==> config.mk <==
export PLATFORM = sky130hd
export DESIGN_NAME = row_decrypt_seq
export DESIGN_NICKNAME = d
export VERILOG_FILES = /design/src/rtl/rdec_pkg.sv /design/src/rtl/rdec_phase_ctl.sv /design/src/rtl/rdec_bias_drv.sv /design/src/rtl/rdec_capture.sv /design/src/rtl/row_decrypt_seq.sv
export SDC_FILE = /design/constraint.sdc
export NUM_CORES = 1
export LEC_CHECK = 0
export BUFFER_PORTS_ARGS = -buffer_cell sky130_fd_sc_hd__buf_2
export CORE_AREA = 3 3 209 211
export CTS_CLUSTER_SIZE = 28
export DETAILED_ROUTE_END_ITERATION = 8
export DIE_AREA = 0 0 212 214
export HOLD_SLACK_MARGIN = 0.05
export PLACE_DENSITY = 0.52
export RECOVER_POWER = 25
export SETUP_SLACK_MARGIN = 0.5
export SLEW_MARGIN = 0
export SYNTH_ARGS = -nofsm -noshare
export SYNTH_HDL_FRONTEND = slang
export SYNTH_SLANG_ARGS = --single-unit
==> constraint.sdc <==
create_clock -name clk -period 2.2 [get_ports clk]
set_input_delay 0 -clock clk [delete_from_list [all_inputs] [get_ports clk]]
set_output_delay 0 -clock clk [all_outputs]
set_load 0.1 [all_outputs]
==> src/rtl/rdec_pkg.sv <==
package rdec_pkg;

  typedef enum logic [1:0] {
    PH_IDLE  = 2'd0,
    PH_PRE   = 2'd1,
    PH_PULSE = 2'd2
  } phase_t;

  // column served by sense channel ch while group grp is active
  function automatic int unsigned col_index(input int unsigned ch,
                                            input int unsigned grp,
                                            input int unsigned groups);
    return ch * groups + grp;
  endfunction

  // cycles from start acceptance to the valid cycle
  function automatic int unsigned row_latency(input int unsigned groups,
                                              input int unsigned pre_c,
                                              input int unsigned pulse_c);
    return groups * (pre_c + pulse_c);
  endfunction

endpackage

==> src/rtl/rdec_phase_ctl.sv <==
module rdec_phase_ctl
  import rdec_pkg::*;
#(
  parameter int unsigned GROUPS    = 8,
  parameter int unsigned PRE_CYC   = 1,
  parameter int unsigned PULSE_CYC = 2,
  localparam int unsigned GW = (GROUPS > 1) ? $clog2(GROUPS) : 1,
  localparam int unsigned MAXC = (PRE_CYC > PULSE_CYC) ? PRE_CYC : PULSE_CYC,
  localparam int unsigned CW = (MAXC > 1) ? $clog2(MAXC) : 1
) (
  input  logic          clk,
  input  logic          rst_n,
  input  logic          start,
  output logic          accept,
  output logic          busy,
  output logic          precharge_en,
  output logic          wl_pulse,
  output logic [GW-1:0] grp,
  output logic          cap_ev,
  output logic          last_grp
);

  localparam logic [CW-1:0] PRE_LAST   = CW'(PRE_CYC - 1);
  localparam logic [CW-1:0] PULSE_LAST = CW'(PULSE_CYC - 1);
  localparam logic [GW-1:0] GRP_LAST   = GW'(GROUPS - 1);

  phase_t        ph;
  logic [CW-1:0] cnt;

  assign busy         = (ph != PH_IDLE);
  assign accept       = (ph == PH_IDLE) && start;
  assign precharge_en = (ph == PH_PRE);
  assign wl_pulse     = (ph == PH_PULSE);
  assign last_grp     = (grp == GRP_LAST);
  assign cap_ev       = wl_pulse && (cnt == PULSE_LAST);

  always_ff @(posedge clk or negedge rst_n) begin
    if (!rst_n) begin
      ph  <= PH_IDLE;
      grp <= '0;
      cnt <= '0;
    end else begin
      unique case (ph)
        PH_IDLE: if (start) begin
          ph  <= PH_PRE;
          grp <= '0;
          cnt <= '0;
        end
        PH_PRE: if (cnt == PRE_LAST) begin
          ph  <= PH_PULSE;
          cnt <= '0;
        end else begin
          cnt <= cnt + CW'(1);
        end
        PH_PULSE: if (cnt == PULSE_LAST) begin
          cnt <= '0;
          if (last_grp) begin
            ph <= PH_IDLE;
          end else begin
            ph  <= PH_PRE;
            grp <= grp + GW'(1);
          end
        end else begin
          cnt <= cnt + CW'(1);
        end
        default: ph <= PH_IDLE;
      endcase
    end
  end

  p_phase_excl_r5: assert property (@(posedge clk) disable iff (!rst_n)
    !(precharge_en && wl_pulse));

  p_pulse_follows_r5: assert property (@(posedge clk) disable iff (!rst_n)
    $fell(precharge_en) |-> wl_pulse);

  p_grp_adv_r4: assert property (@(posedge clk) disable iff (!rst_n)
    (cap_ev && !last_grp) |=> (grp == $past(grp) + GW'(1)) && precharge_en);

  p_grp_first_r4: assert property (@(posedge clk) disable iff (!rst_n)
    accept |=> (grp == '0));

endmodule

==> src/rtl/rdec_bias_drv.sv <==
module rdec_bias_drv #(
  parameter int unsigned COLS   = 128,
  parameter int unsigned GROUPS = 8,
  localparam int unsigned GW = (GROUPS > 1) ? $clog2(GROUPS) : 1
) (
  input  logic            active,
  input  logic [GW-1:0]   grp,
  input  logic [COLS-1:0] key,
  output logic [COLS-1:0] bl_drive,
  output logic [COLS-1:0] sl_pre
);

  for (genvar c = 0; c < COLS; c++) begin : g_col
    localparam int unsigned MYGRP = c % GROUPS;
    logic sel;
    assign sel         = active && (grp == GW'(MYGRP));
    // key 1: drain at supply, sense line discharged; key 0: the reverse
    assign bl_drive[c] = sel &&  key[c];
    assign sl_pre[c]   = sel && !key[c];
  end

endmodule

==> src/rtl/rdec_capture.sv <==
module rdec_capture
  import rdec_pkg::*;
#(
  parameter int unsigned COLS     = 128,
  parameter int unsigned CHANNELS = 16,
  localparam int unsigned GROUPS = COLS / CHANNELS,
  localparam int unsigned GW = (GROUPS > 1) ? $clog2(GROUPS) : 1
) (
  input  logic                clk,
  input  logic                rst_n,
  input  logic                cap_ev,
  input  logic [GW-1:0]       grp,
  input  logic [CHANNELS-1:0] sense,
  output logic [COLS-1:0]     plain
);

  for (genvar s = 0; s < CHANNELS; s++) begin : g_ch
    for (genvar g = 0; g < GROUPS; g++) begin : g_grp
      localparam int unsigned COL = col_index(s, g, GROUPS);
      always_ff @(posedge clk or negedge rst_n) begin
        if (!rst_n)
          plain[COL] <= 1'b0;
        else if (cap_ev && (grp == GW'(g)))
          plain[COL] <= sense[s];
      end
    end
  end

  p_plain_hold_r6: assert property (@(posedge clk) disable iff (!rst_n)
    !cap_ev |=> $stable(plain));

endmodule

==> src/rtl/row_decrypt_seq.sv <==
module row_decrypt_seq
  import rdec_pkg::*;
#(
  parameter int unsigned COLS      = 128,
  parameter int unsigned CHANNELS  = 16,
  parameter int unsigned PRE_CYC   = 1,
  parameter int unsigned PULSE_CYC = 2,
  localparam int unsigned GROUPS = COLS / CHANNELS,
  localparam int unsigned GW = (GROUPS > 1) ? $clog2(GROUPS) : 1
) (
  input  logic                clk,
  input  logic                rst_n,
  input  logic                start,
  input  logic [COLS-1:0]     key_row,
  input  logic [CHANNELS-1:0] sense_in,
  output logic                busy,
  output logic                precharge_en,
  output logic                wl_pulse,
  output logic [GW-1:0]       grp_sel,
  output logic [COLS-1:0]     bl_drive,
  output logic [COLS-1:0]     sl_pre,
  output logic [COLS-1:0]     plain_row,
  output logic                plain_valid
);

  logic            accept;
  logic            cap_ev;
  logic            last_grp;
  logic [COLS-1:0] key_q;

  rdec_phase_ctl #(
    .GROUPS(GROUPS), .PRE_CYC(PRE_CYC), .PULSE_CYC(PULSE_CYC)
  ) u_ctl (
    .clk(clk), .rst_n(rst_n), .start(start), .accept(accept), .busy(busy),
    .precharge_en(precharge_en), .wl_pulse(wl_pulse), .grp(grp_sel),
    .cap_ev(cap_ev), .last_grp(last_grp)
  );

  rdec_bias_drv #(.COLS(COLS), .GROUPS(GROUPS)) u_bias (
    .active(busy), .grp(grp_sel), .key(key_q),
    .bl_drive(bl_drive), .sl_pre(sl_pre)
  );

  rdec_capture #(.COLS(COLS), .CHANNELS(CHANNELS)) u_cap (
    .clk(clk), .rst_n(rst_n), .cap_ev(cap_ev), .grp(grp_sel),
    .sense(sense_in), .plain(plain_row)
  );

  always_ff @(posedge clk or negedge rst_n) begin
    if (!rst_n) begin
      key_q       <= '0;
      plain_valid <= 1'b0;
    end else begin
      if (accept) key_q <= key_row;
      plain_valid <= cap_ev && last_grp;
    end
  end

  p_idle_quiet_r2: assert property (@(posedge clk) disable iff (!rst_n)
    !busy |-> (bl_drive == '0) && (sl_pre == '0));

  p_key_kept_r8: assert property (@(posedge clk) disable iff (!rst_n)
    (busy && start) |=> $stable(key_q));

  p_valid_once_r7: assert property (@(posedge clk) disable iff (!rst_n)
    plain_valid |=> !plain_valid);

  p_valid_src_r7: assert property (@(posedge clk) disable iff (!rst_n)
    plain_valid |-> $past(cap_ev && last_grp));

  p_valid_idle_r10: assert property (@(posedge clk) disable iff (!rst_n)
    plain_valid |-> !busy);

endmodule

# Word-level counts from Yosys, hierarchy flattened
# Index checks and enable logic that the tools add are counted.
[classes]
muxes = 13
n_eq_ne = 13
n_reduce_logical = 410
add_sub_neg = 2
[ops]
columns = ["operator", "count"]
rows = [
  ["logical AND 1 bit", 274],
  ["zero test 1 bit", 128],
  ["equality test 3 bit, second input constant", 4],
  ["two-way mux 3 bit", 3],
  ["inequality test 2 bit, second input constant", 4],
  ["equality test 3 x 2 -> 1 bit, second input constant", 2],
  ["two-way mux 2 bit", 3],
  ["case mux 2 bit (3 select lines)", 1],
  ["case mux 3 bit (2 select lines)", 1],
  ["two-way mux 1 bit", 4],
  ["AND reduction 4 bit", 1],
  ["nonzero test 2 bit", 2],
  ["adder 3 x 1 -> 3 bit, second input constant", 1],
  ["equality test 3 x 1 -> 1 bit, second input constant", 1],
  ["zero test 3 bit", 1],
  ["case mux 1 bit (3 select lines)", 1],
  ["AND reduction 3 bit", 1],
  ["nonzero test 3 bit", 1],
  ["equality test 2 x 1 -> 1 bit, second input constant", 1],
  ["equality test 2 bit, second input constant", 1],
  ["zero test 2 bit", 1],
  ["AND reduction 2 bit", 1],
  ["adder 1 bit, second input constant", 1],
]
[totals]
in_bits = 147
out_inout_bits = 391
elab_cells = 571
reg_bits = 263

# Logic depth before layout (Yosys ltp)
# Gate-level depths: netlist of the first run.
[depth]
word_depth = 4
ltp_mapped = 7

# By module
# From an unflattened synthesis of the first run, not the netlist that was laid out.
[hier_totals]
cells_unflattened = 890
hier_area_um2 = 11866.4
[by_module_without_submodules]
columns = ["module", "cells_per_inst", "seq_area_each_um2", "instances", "area_per_inst_um2"]
rows = [
  ["rdec_capture", 279, 3203.1, 1, 4914.7],
  ["row_decrypt_seq", 272, 3228.1, 1, 4853.4],
  ["rdec_bias_drv", 296, 0.0, 1, 1661.6],
  ["rdec_phase_ctl", 43, 150.1, 1, 436.7],
]

# Worst setup path before layout of the first run
# Ideal clock, no wire load.
[synth_timing]
path_kind = "flip-flop to output port"
from = "reg u_ctl.grp[1]"
to = "out sl_pre[27]"
t_required_ps = 2200
slack_ps = -1055
arrival_time_ps = 3255
path_stages_with_launch = 7
path_cell_list = "dfrtp_1 > ha_1 > ha_1 > clkbuf_1 > nand2_1 > buf_2 > nor2_1"
[synth_between]
elab_chain_cells = 3
[synth_lines]
columns = ["item", "line", "rtl"]
rows = [
  ["from (decl)", "rdec_phase_ctl.sv:18", "output logic [GW-1:0] grp,"],
  ["from (signal assigned)", "rdec_phase_ctl.sv:61", "grp <= grp + GW'(1);"],
  ["equality test 3 x 2 -> 1 bit", "rdec_bias_drv.sv:16", "assign sel = active && (grp == GW'(MYGRP));"],
  ["logical AND 1 bit", "rdec_bias_drv.sv:16", ""],
  ["logical AND 1 bit", "rdec_bias_drv.sv:19", "assign sl_pre[c] = sel && !key[c];"],
  ["to (decl)", "row_decrypt_seq.sv:21", "output logic [COLS-1:0] sl_pre,"],
]
# Every way passes these cells.

# Worst setup path after layout of the first run
[layout_timing]
from = "reg u_ctl.ph[0]"
to = "out bl_drive[85]"
[layout_between]
elab_chain_cells = 3
[layout_lines]
columns = ["item", "line", "rtl"]
rows = [
  ["from (decl)", "rdec_phase_ctl.sv:27", "phase_t ph;"],
  ["from (signal assigned)", "rdec_phase_ctl.sv:39", "ph <= PH_IDLE;"],
  ["from (signal assigned)", "rdec_phase_ctl.sv:45", "ph <= PH_PRE;"],
  ["from (signal assigned)", "rdec_phase_ctl.sv:50", "ph <= PH_PULSE;"],
  ["nonzero test 2 bit", "rdec_phase_ctl.sv:30", "assign busy = (ph != PH_IDLE);"],
  ["logical AND 1 bit", "rdec_bias_drv.sv:16", ""],
  ["logical AND 1 bit", "rdec_bias_drv.sv:18", "assign bl_drive[c] = sel && key[c];"],
  ["to (decl)", "row_decrypt_seq.sv:20", "output logic [COLS-1:0] bl_drive,"],
]
# Every way passes these cells.

==> results of run 1 <==
Yosys cell counts:
master / instances / area (um^2)
a22o_1: 2 / 17.5
and2_1: 48 / 300
and3_1: 85 / 532
and3b_1: 1 / 8.76
and4_1: 1 / 8.76
and4bb_2: 1 / 12.5
buf_12: 2 / 40.0
buf_2: 25 / 125
buf_4: 3 / 22.5
buf_6: 4 / 45.0
clkbuf_1: 24 / 90.1
dfrtp_1: 263 / 6580
ha_1: 7 / 87.6
inv_1: 5 / 18.8
mux2_2: 237 / 2670
mux2_4: 20 / 300
mux2i_1: 1 / 10.0
nand2_1: 7 / 26.3
nand2_2: 2 / 12.5
nand2b_1: 1 / 6.26
nand3_1: 3 / 15.0
nand3_2: 2 / 20.0
nand4_2: 1 / 12.5
nor2_1: 129 / 484
nor2b_1: 1 / 6.26
nor2b_4: 1 / 13.8
nor3b_1: 1 / 7.51
o21ai_0: 1 / 5.00
o21ba_2: 2 / 20.0
o22ai_1: 1 / 6.26
or2_2: 1 / 6.26
xnor2_1: 1 / 8.76
layout make-up:
type,count,area (um^2),area share
Timing Repair Buffer,810,10200,0.400
Antenna cell,6,15.0,0.000591
Inverter,5,23.8,0.000936
Tap cell,539,674,0.0265
Clock buffer,46,936,0.0368
Sequential cell,263,6600,0.260
Clock inverter,14,221,0.00872
Multi-Input combinational cell,564,6780,0.267
final timing paths:
| path | cells after the start | start | endpoint |
|---|---|---|---|
| min reg2reg | 1 | u_cap.plain[20] | u_cap.plain[20] |
| min in group clk | 3 | key_row[51] | key_q[51] |
| max reg2reg | 9 | u_ctl.ph[0] | key_q[106] |
| min | 2 | rst_n | key_q[66] |
| max in group asynchronous | 3 | rst_n | key_q[21] |
| max | 6 | u_ctl.ph[0] | bl_drive[85] |
power groups by stage:
stage	clock, W	combinational, W	sequential, W
after global routing	0.00614	0.0210	0.00892
final	0.00583	0.0205	0.00871
after global placement	0	0.0166	0.00859
after CTS	0.00595	0.0181	0.00861
after detailed placement	0	0.0167	0.00865
after floorplan	0	0.00844	0.0117
kinds of logic after synthesis:
family                   Yosys count
buffers and inverters             63
multiplexers                     258
adder cells (fa/ha/maj)            7
AND/OR/NAND/NOR                  285
flip-flops                       263
AO/OA/AOI/OAI                      6
XOR/XNOR                           1
repair_timing:
action / in CTS / in global routing
setup endpoints to repair: 492 / 512
pin swaps: 34 / 35
gates resized for setup: 87 / 226
cloned: 10 / 30
hold buffers: 147 / 0
buffers inserted: 30 / 30
hold endpoints to repair: 521 / 0
flip-flops by register name, indices dropped and copies added, names as in the netlist:
name         flops
key_q          128
u_cap.plain    128
u_ctl.grp        3
u_ctl.ph         2
plain_valid      1
u_ctl.cnt        1
stage by stage:
stage	std cells	area [um^2]	worst slack, ns	hold WS, ns
floorplan	883	13100	0.130	-0.296
global placement	1934	20100	0.161	0.00459
detailed placement	1934	20100	0.171	0.00896
CTS	2181	23600	0.0956	0.0150
global route	2246	25400	0.0716	0.0407
finish	2247	25400	0.118	0.00266
per-layer routing:
metal / up-vias / track usage / routed length (um)
li1: 4664 / - / -
met1: 5403 / 0.260 / 22200
met2: 431 / 0.415 / 31200
met3: 89 / 0.0709 / 4510
met4: 4 / 0.0703 / 1960
met5: - / 0 / 29
==> summary.txt, run 1 <==
Status -> completed
Final core occ -> 0.606
Crit path largest cell delay -> 0.40 ns
Final GP Congestion -> 0.835
P_leak -> 11.1 nW
Global-route wire length before repair -> 77400 um
Int Pwr -> 0.0179 W
Global route total overflow -> 0
Switching share of power -> 0.490
Share of post-route cells with drive strength above 1 -> 0.746
Slew Viols, Final -> 0
CP top delay family -> simple AND/OR/NAND/NOR gates
Arrival time worst endpoint -> 2.08 ns
Worst setup SP type -> register
Most common cell after layout, fill and taps aside -> buf_12
Sequential power share -> 0.249
Synth warn -> 0
Syn_area_per_cell -> 13.0 um^2
CTS Buf Count -> 34
Max Cap Viol -> 0
Combinational family with the most area after synthesis -> multiplexers
Drt first pass iters -> 4
Slew of the pin with the lowest slew margin -> 1.39 ns
CTS Sinks -> 263
Synth Area in Adders -> 0.00760
Final period utilization -> 0.946
Worst path buffer plus inverter count -> 3
DRC viols -> 0
Die ar. -> 45400 um^2
Syn Nets -> 1037
Clk Latency, worst-skew pair -> 0.54 ns
Distinct cell type count after synthesis -> 32
Number of fillers in the final layout -> 3160
Max FO, Critical Path -> 8
Die width -> 212 um
Synth Area in XOR/XNOR -> 0.000760
Clk pwr share -> 0.166
R2R setup slack -> 0.16 ns
I/O Pins -> 538
Post-synthesis sequential element count -> 263
Clock skew -> 0.0147 ns
Detailed-route via count -> 10600
Area fraction in compound gates after synthesis -> 0.00424
Initial antenna violation count -> 7
Mapped Cells -> 883
Nets -> 1832
Endpoint class of the critical path -> primary output
Slowest library cell on the worst path -> dfrtp_1
VDD IR max -> 1.04 mV
Most frequent cells in the layout -> 295 x buf_12, 276 x buf_2, 258 x dfrtp_1
Min-Delay Path Class -> in2async
CTS clk-pin slew, worst paths -> 0.06 ns
Final setup vio count -> 0
Initial core utilization -> 0.275
Synth Area in Simple Gates -> 0.128
DP Wirelength -> 38900 um
Port bufs -> 537
GRT Resource Usage Total -> 0.231
CP Data Required Time -> 2.20 ns
CP cell instances -> buf_6 > or2_4 > buf_12 > and3_4 > and2_4 > buf_12
Syn-to-layout area delta -> 121%
CTS tree -> yes
Sequential fraction of the synthesis area -> 0.571
Hold Violations, Final -> 0
Total power -> 0.0350 W
Largest net degree at the start of global routing -> 63
Post-DR wirelength/cell -> 26.7 um
Critical path class -> reg2out
H-tree depth -> 2
Fmax -> 480 MHz
Fin crit period -> 2.08 ns
Total wire length -> 59900 um
Clk buf depth -> 3
Pwr Density -> 1380 nW/um^2
RSZ-0062 raised after global routing -> yes
Row count -> 75
Slew margin rel. -> 0.0764
Vias per std cell -> 4.71
Vias in the first global route -> 10800
Setup TNS -> 0 ns
Post-synthesis mux area share -> 0.259
CP most frequent cell -> buf_12
Core box area -> 41900 um^2
Root buffer cell -> clkbuf_16
Psw -> 0.0172 W
Starting DRT DRC Count -> 439
Final antenna-violating net count -> 0
Die H -> 214 um
Cell Area, Synth -> 11500 um^2
Gate power share -> 0.585
No activity file was read; power rests on OpenSTA's default activity.
==> inputs of run 2 (changes only) <==
ABC_AREA = 1   (was not set)
CORE_AREA = 3 3 210 212   (was 3 3 209 211)
DIE_AREA = 0 0 213 215   (was 0 0 212 214)
PLACE_DENSITY = 0.51   (was 0.52)
==> summary.txt, run 2 <==
Min-Delay Path Class -> in2reg
I/O Pins -> 538 (unchanged)
Final period utilization -> 1.01 (+0.0618)
CTS tree -> yes
GRT Resource Usage Total -> 0.246 (+0.0151)
Final antenna-violating net count -> 0 (unchanged)
Initial core utilization -> 0.276 (+0.00142)
Mapped Cells -> 1373 (+55%)
Top FF cell, synth -> dfrtp_1
Top cells by area, synth -> dfrtp_1 57%, nor2_1 13%, nand2_1 8.1%, a21oi_1 5.6%, inv_1 5.0%
Post-synth EDFFs -> 0 (unchanged)
Post-synth ARST share -> 1.00 (unchanged)
Port bufs -> 537 (unchanged)
Most frequent cells in the layout -> 289 x buf_12, 277 x buf_2, 261 x nor2_4
Syn-to-layout area delta -> 118%
Global route total overflow -> 0 (unchanged)
Synth Area in Adders -> 0.00753 (-0.0000728)
Max Cap Viol -> 0 (unchanged)
Hold Path Origin -> key_row[76]
CP Launch Point -> u_ctl.grp[0]
Vias in the first global route -> 12900 (+20%)
Row count -> 75 (unchanged)
Crit path largest cell delay -> 0.52 ns (+0.12 ns)
Clk buf depth -> 3 (unchanged)
DP Wirelength -> 38300 um (-1.7%)
Syn_area_per_cell -> 8.47 um^2 (-35%)
Initial antenna violation count -> 2 (-5)
Sequential fraction of the synthesis area -> 0.566 (-0.00547)
Total power -> 0.0366 W (+4.5%)
H-tree depth -> 1 (-1)
Most common cell after layout, fill and taps aside -> buf_12
CTS clk-pin slew, worst paths -> 0.06 ns (about the same)
Fmax -> 451 MHz (-6.1%)
Non-filler cells, final -> 2720 (+21%)
CTS Buf Count -> 31 (-8.8%)
Starting DRT DRC Count -> 791 (+80%)
Final setup vio count -> 9 (+9)
Pwr Density -> 1440 nW/um^2 (+4.6%)
Worst setup SP type -> register
Largest net degree at the start of global routing -> 83 (+32%)
Hold Violations, Final -> 0 (unchanged)
Synth warn -> 0 (unchanged)
Detailed-route via count -> 12700 (+19%)
Slew margin rel. -> 0.174 (+0.0973)
Global-route wire length before repair -> 85300 um (+10%)
CTS Sinks -> 263 (unchanged)
Synth Area in Simple Gates -> 0.227 (+0.0990)
Slowest library cell on the worst path -> dfrtp_4
Final GP Congestion -> 0.899 (+7.6%)
Slew Viols, Final -> 0 (unchanged)
Combinational family with the most area after synthesis -> simple AND/OR/NAND/NOR gates
Die H -> 215 um (+0.47%)
Cell Area, Synth -> 11600 um^2 (+0.97%)
Share of post-route cells with drive strength above 1 -> 0.497 (-0.249)
Yosys top cell by area -> dfrtp_1
Area fraction in compound gates after synthesis -> 0.101 (+0.0970)
Arrival time worst endpoint -> 2.22 ns (+0.14 ns)
Distinct cell type count after synthesis -> 20 (-38%)
Vias per std cell -> 4.65 (-1.3%)
RSZ-0062 raised after global routing -> yes
CP Data Required Time -> 2.20 ns (about the same)
Critical path class -> reg2out
Endpoint class of the critical path -> primary output
VDD IR max -> 1.25 mV (+20%)
Die ar. -> 45800 um^2 (+0.94%)
Post-DR wirelength/cell -> 22.3 um (-16%)
Post-synth top area share -> 0.566 (-0.00547)
Clk Latency, worst-skew pair -> 0.58 ns (+0.04 ns)
Clock skew -> 0.0202 ns (+0.00554 ns)
Post-synthesis mux area share -> 0 (-0.259)
Cell Area, Placed -> 18700 um^2 (-7.3%)
Status -> finished with violations
Failing checks -> setup timing
Core box area -> 42100 um^2 (+0.45%)
Root buffer cell -> clkbuf_16
Nets -> 2312 (+26%)
Final instance area -> 25400 um^2 (about the same)
Placed cell count -> 2414 (+25%)
Post-synthesis sequential element count -> 263 (unchanged)
Pre-CTS setup slack -> 0.249 ns (+0.0775 ns)
P_leak -> 11.7 nW (+5.6%)
Slew of the pin with the lowest slew margin -> 1.24 ns (-0.146 ns)
Top-count cell post-synth -> nor2_1
Syn Nets -> 1527 (+47%)
CP cell instances -> inv_4 > ha_4 > nand2_4 > inv_4 > nand2_8 > buf_12 > buf_16 > nor2_4 > buf_12
Biggest regs -> key_q (128), u_cap.plain (128), u_ctl.grp (3)
Die width -> 213 um (+0.47%)
Total wire length -> 60700 um (+1.3%)
Synth Area in XOR/XNOR -> 0 (-0.000760)
Fin crit period -> 2.22 ns (+0.136 ns)
Max FO, Critical Path -> 7 (-1)
Synth cell count leaders -> 390 x nor2_1, 263 x dfrtp_1, 250 x nand2_1
R2r startpoint -> u_ctl.ph[0]
Drt first pass iters -> 4 (unchanged)
Fin worst setup slack -> -0.0179 ns (-0.136 ns)
DRC viols -> 0 (unchanged)
-- run 2: cell types whose count changed in the layout (fill, tap and decap cells not counted), sizes merged, moves of 3 or more --
| cell | before | now |
|---|---|---|
| nor2 | 129 | 395 |
| mux2 | 257 | 0 |
| nand2 | 12 | 264 |
| inv | 7 | 156 |
| a21oi | 0 | 129 |
| and3 | 88 | 0 |
| o21ai | 1 | 80 |
| and2 | 48 | 0 |
| buf | 634 | 654 |
| clkbuf | 75 | 63 |
| diode | 6 | 2 |
| nand3 | 5 | 9 |
| nand4 | 1 | 4 |
-- run 2: critical path, delay by kind of cell (launching register included) --
kind / cells / cell delay [ns]
buffers and inverters: 5 / 0.64
DFF: 1 / 0.52
and+or+nand+nor: 3 / 0.30
adders and majority gates: 1 / 0.17
-- run 2: kinds of logic (layout without fill, tap and decap cells) --
kind of cell / after synthesis / after routing
buffers and inverters: 230 / 1028
flip-flops: 263 / 263
other: 0 / 2
adder cells (fa/ha/maj): 7 / 7
AND/OR/NAND/NOR: 664 / 672
AO/OA/AOI/OAI: 209 / 209
-- run 2: routing by layer --
layer | part of all wire | GRT usage | routed length [um]
met1 | 0.39 | 0.302 | 23900
met2 | 0.50 | 0.418 | 30400
met3 | 0.056 | 0.0474 | 3420
met4 | 0.050 | 0.106 | 3030
met5 | 0 | 0 | 0
-- run 2: final timing paths --
check | to | slack, ns | cells past startpoint
max | bl_drive[84] | -0.02 | 9
max in group asynchronous | key_q[87] | 0.53 | 3
max reg2reg | u_cap.plain[56] | 0.47 | 8
min reg2reg | u_cap.plain[24] | 0.47 | 2
min | key_q[76] | 0.21 | 4
min in group asynchronous | u_cap.plain[32] | 0.26 | 2
-- run 2: final cells by class --
cell class | count | area (um^2)
Antenna cell | 2 | 5.00
Tap cell | 539 | 674
Multi-Input combinational cell | 888 | 6340
Fill cell | 3334 | 16700
Inverter | 157 | 622
Clock inverter | 8 | 93.8
Clock buffer | 46 | 922
Sequential cell | 263 | 6590
Timing Repair Buffer | 817 | 10100
-- run 2: what timing repair did --
action | 4_1_cts | 5_1_grt
endpoints found under the hold margin | 524 | 0
setup endpoints to repair | 297 | 397
hold buffers | 146 | 0
buffers inserted | 44 | 32
gates resized for setup | 625 | 114
gates cloned | 15 | 13
pin swaps | 16 | 38
-- run 2: where the power goes --
group	switching (W)	leakage [nW]	internal [W]	total, W
clock	0.00212	0.506	0.00310	0.00522
combinational	0.0166	8.21	0.00657	0.0231
sequential	0.00162	2.97	0.00664	0.00826
total	0.0203	11.7	0.0163	0.0366
-- run 2: stage by stage --
stage / TNS (ns) / util / hold slack, ns
after floorplan: 0 / - / -0.296
after global placement: 0 / 0.443 / 0.0805
after detailed placement: 0 / 0.443 / 0.0790
after CTS: -0.245 / 0.580 / 0.0657
after global routing: -4.89 / 0.603 / 0.229
final: -0.0600 / 0.603 / 0.209
==> inputs of run 3 (changes only) <==
RECOVER_POWER = not set   (was 25)
==> summary.txt, run 3 (synthesized netlist as in run 2, its figures left out) <==
Starting DRT DRC Count -> 771 (-2.5%)
Worst setup SP type -> register
Sequential power share -> 0.225 (about the same)
Clock skew -> 0.0200 ns (-0.000217 ns)
Total wire length -> 60700 um (-0.13%)
Fmax -> 451 MHz (about the same)
Port bufs -> 537 (unchanged)
Fin worst setup slack -> -0.0193 ns (-0.00143 ns)
Gate power share -> 0.632 (about the same)
FF-to-FF path depth -> 8 (unchanged)
Most common cell after layout, fill and taps aside -> buf_12
Biggest regs -> key_q (128), u_cap.plain (128), u_ctl.grp (3)
Switching share of power -> 0.555 (about the same)
Vias in the first global route -> 12900 (unchanged)
Global route total overflow -> 0 (unchanged)
Share of post-route cells with drive strength above 1 -> 0.501 (+0.00367)
Pre-CTS setup slack -> 0.249 ns (unchanged)
Clk buf depth -> 3 (unchanged)
Critical path class -> reg2out
Slew margin rel. -> 0.526 (+0.352)
Root buffer cell -> clkbuf_16
Core box area -> 42100 um^2 (unchanged)
CTS tree -> yes
Detailed-route via count -> 12700 (+0.14%)
Die ar. -> 45800 um^2 (unchanged)
Syn-to-layout area delta -> 119%
Most frequent cells in the layout -> 292 x buf_12, 277 x buf_2, 261 x nor2_4
Int Pwr -> 0.0163 W (about the same)
Die width -> 213 um (unchanged)
Initial antenna violation count -> 2 (unchanged)
Number of fillers in the final layout -> 3319 (-0.45%)
DP Wirelength -> 38300 um (unchanged)
Max Cap Viol -> 0 (unchanged)
Reg2Reg Capture Point -> u_cap.plain[56]
CTS Sinks -> 263 (unchanged)
Failing checks -> setup timing
Vias per std cell -> 4.66 (+0.14%)
Largest net degree at the start of global routing -> 83 (unchanged)
RSZ-0062 raised after global routing -> yes
CTS clk-pin slew, worst paths -> 0.07 ns (about the same)
Endpoint class of the critical path -> primary output
Slew Viols, Final -> 0 (unchanged)
GRT Resource Usage Total -> 0.246 (unchanged)
Die H -> 215 um (unchanged)
Fin crit period -> 2.22 ns (+0.00143 ns)
Final antenna-violating net count -> 0 (unchanged)
Status -> finished with violations
Post-DR wirelength/cell -> 22.3 um (-0.13%)
Arrival time worst endpoint -> 2.22 ns (about the same)
Row count -> 75 (unchanged)
R2r startpoint -> u_ctl.ph[0]
Pwr Density -> 1440 nW/um^2 (-0.22%)
Nets -> 2312 (unchanged)
Total power -> 0.0366 W (about the same)
Global-route wire length before repair -> 85300 um (unchanged)
Clk Latency, worst-skew pair -> 0.58 ns (about the same)
Final GP Congestion -> 0.899 (unchanged)
R2R setup slack -> 0.46 ns (about the same)
Psw -> 0.0203 W (about the same)
CTS Buf Count -> 31 (unchanged)
I/O Pins -> 538 (unchanged)
Hold Violations, Final -> 0 (unchanged)
Setup TNS -> -0.0834 ns (-0.0234 ns)
Slew of the pin with the lowest slew margin -> 0.711 ns (-0.529 ns)
Initial core utilization -> 0.276 (unchanged)
Min-Delay Path Class -> in2async
Drt first pass iters -> 4 (unchanged)
Max FO, Critical Path -> 7 (unchanged)
Final period utilization -> 1.01 (about the same)
Final setup vio count -> 12 (+3)
DRC viols -> 0 (unchanged)
P_leak -> 11.7 nW (+0.40%)
H-tree depth -> 1 (unchanged)
Clk pwr share -> 0.143 (about the same)
VDD IR max -> 1.25 mV (+0.12%)
CP Data Required Time -> 2.20 ns (about the same)
-- run 3: layout make-up --
type,instances,area (um^2),area share
timing repair buffer,817,10200,0.401
sequential,263,6590,0.259
multi-input combinational,888,6340,0.249
clock buffer,46,922,0.0362
tap,539,674,0.0265
inverter,157,622,0.0244
clock inverter,8,93.8,0.00369
antenna,2,5.00,0.000197
-- run 3: worst max-delay path by stage --
stage                 start           end  depth (start not counted)
3_3_place_gp   u_ctl.grp[1]  bl_drive[21]                          8
5_1_grt        u_ctl.grp[0]  bl_drive[84]                          9
4_1_cts        u_ctl.grp[1]   bl_drive[8]                          6
2_1_floorplan  u_ctl.grp[1]  bl_drive[27]                          5
3_5_place_dp   u_ctl.grp[1]  bl_drive[21]                          8
6_report       u_ctl.grp[0]  bl_drive[84]                          9
-- run 3: worst max-delay path: stages, from the launching register on --
cell     delay [ns]
dfrtp_4        0.52
inv_4          0.09
ha_4           0.17
nand2_4        0.06
inv_4          0.07
nand2_8        0.09
buf_12         0.15
buf_16         0.15
nor2_4         0.14
buf_12         0.18
-- run 3: power groups by stage --
stage	Sequential (W)	Clock [W]	Combinational [W]
final	0.00826	0.00523	0.0232
after global routing	0.00845	0.00555	0.0240
after CTS	0.00821	0.00532	0.0221
after detailed placement	0.00827	0	0.0190
after global placement	0.00821	0	0.0188
after floorplan	0.0127	0	0.0103
-- run 3: timing repair --
item                       CTS  global route
cloned                      15            13
hold buffers               146             0
pin swaps                   16            38
hold endpoints to repair   524             0
setup endpoints to repair  297           397
buffers inserted            44            32
gates resized for setup    625           114
-- run 3: per-stage QoR --
stage          cells  hold slack (ns)   util  instance area [um^2]
3_3_place_gp    2414           0.0805  0.443                 18700
6_report        2720           0.0189  0.604                 25500
4_1_cts         2673           0.0657  0.580                 24400
3_5_place_dp    2414           0.0790  0.443                 18700
5_1_grt         2720           0.0894  0.604                 25500
2_1_floorplan   1373           -0.296      -                 13600
-- run 3: metal layers --
metal  global-route usage  routed length [um]  part of all wire
met1                0.302               23900              0.39
met2                0.418               30300              0.50
met3               0.0474                3400             0.056
met4                0.106                3070             0.051
met5                    0                   0                 0
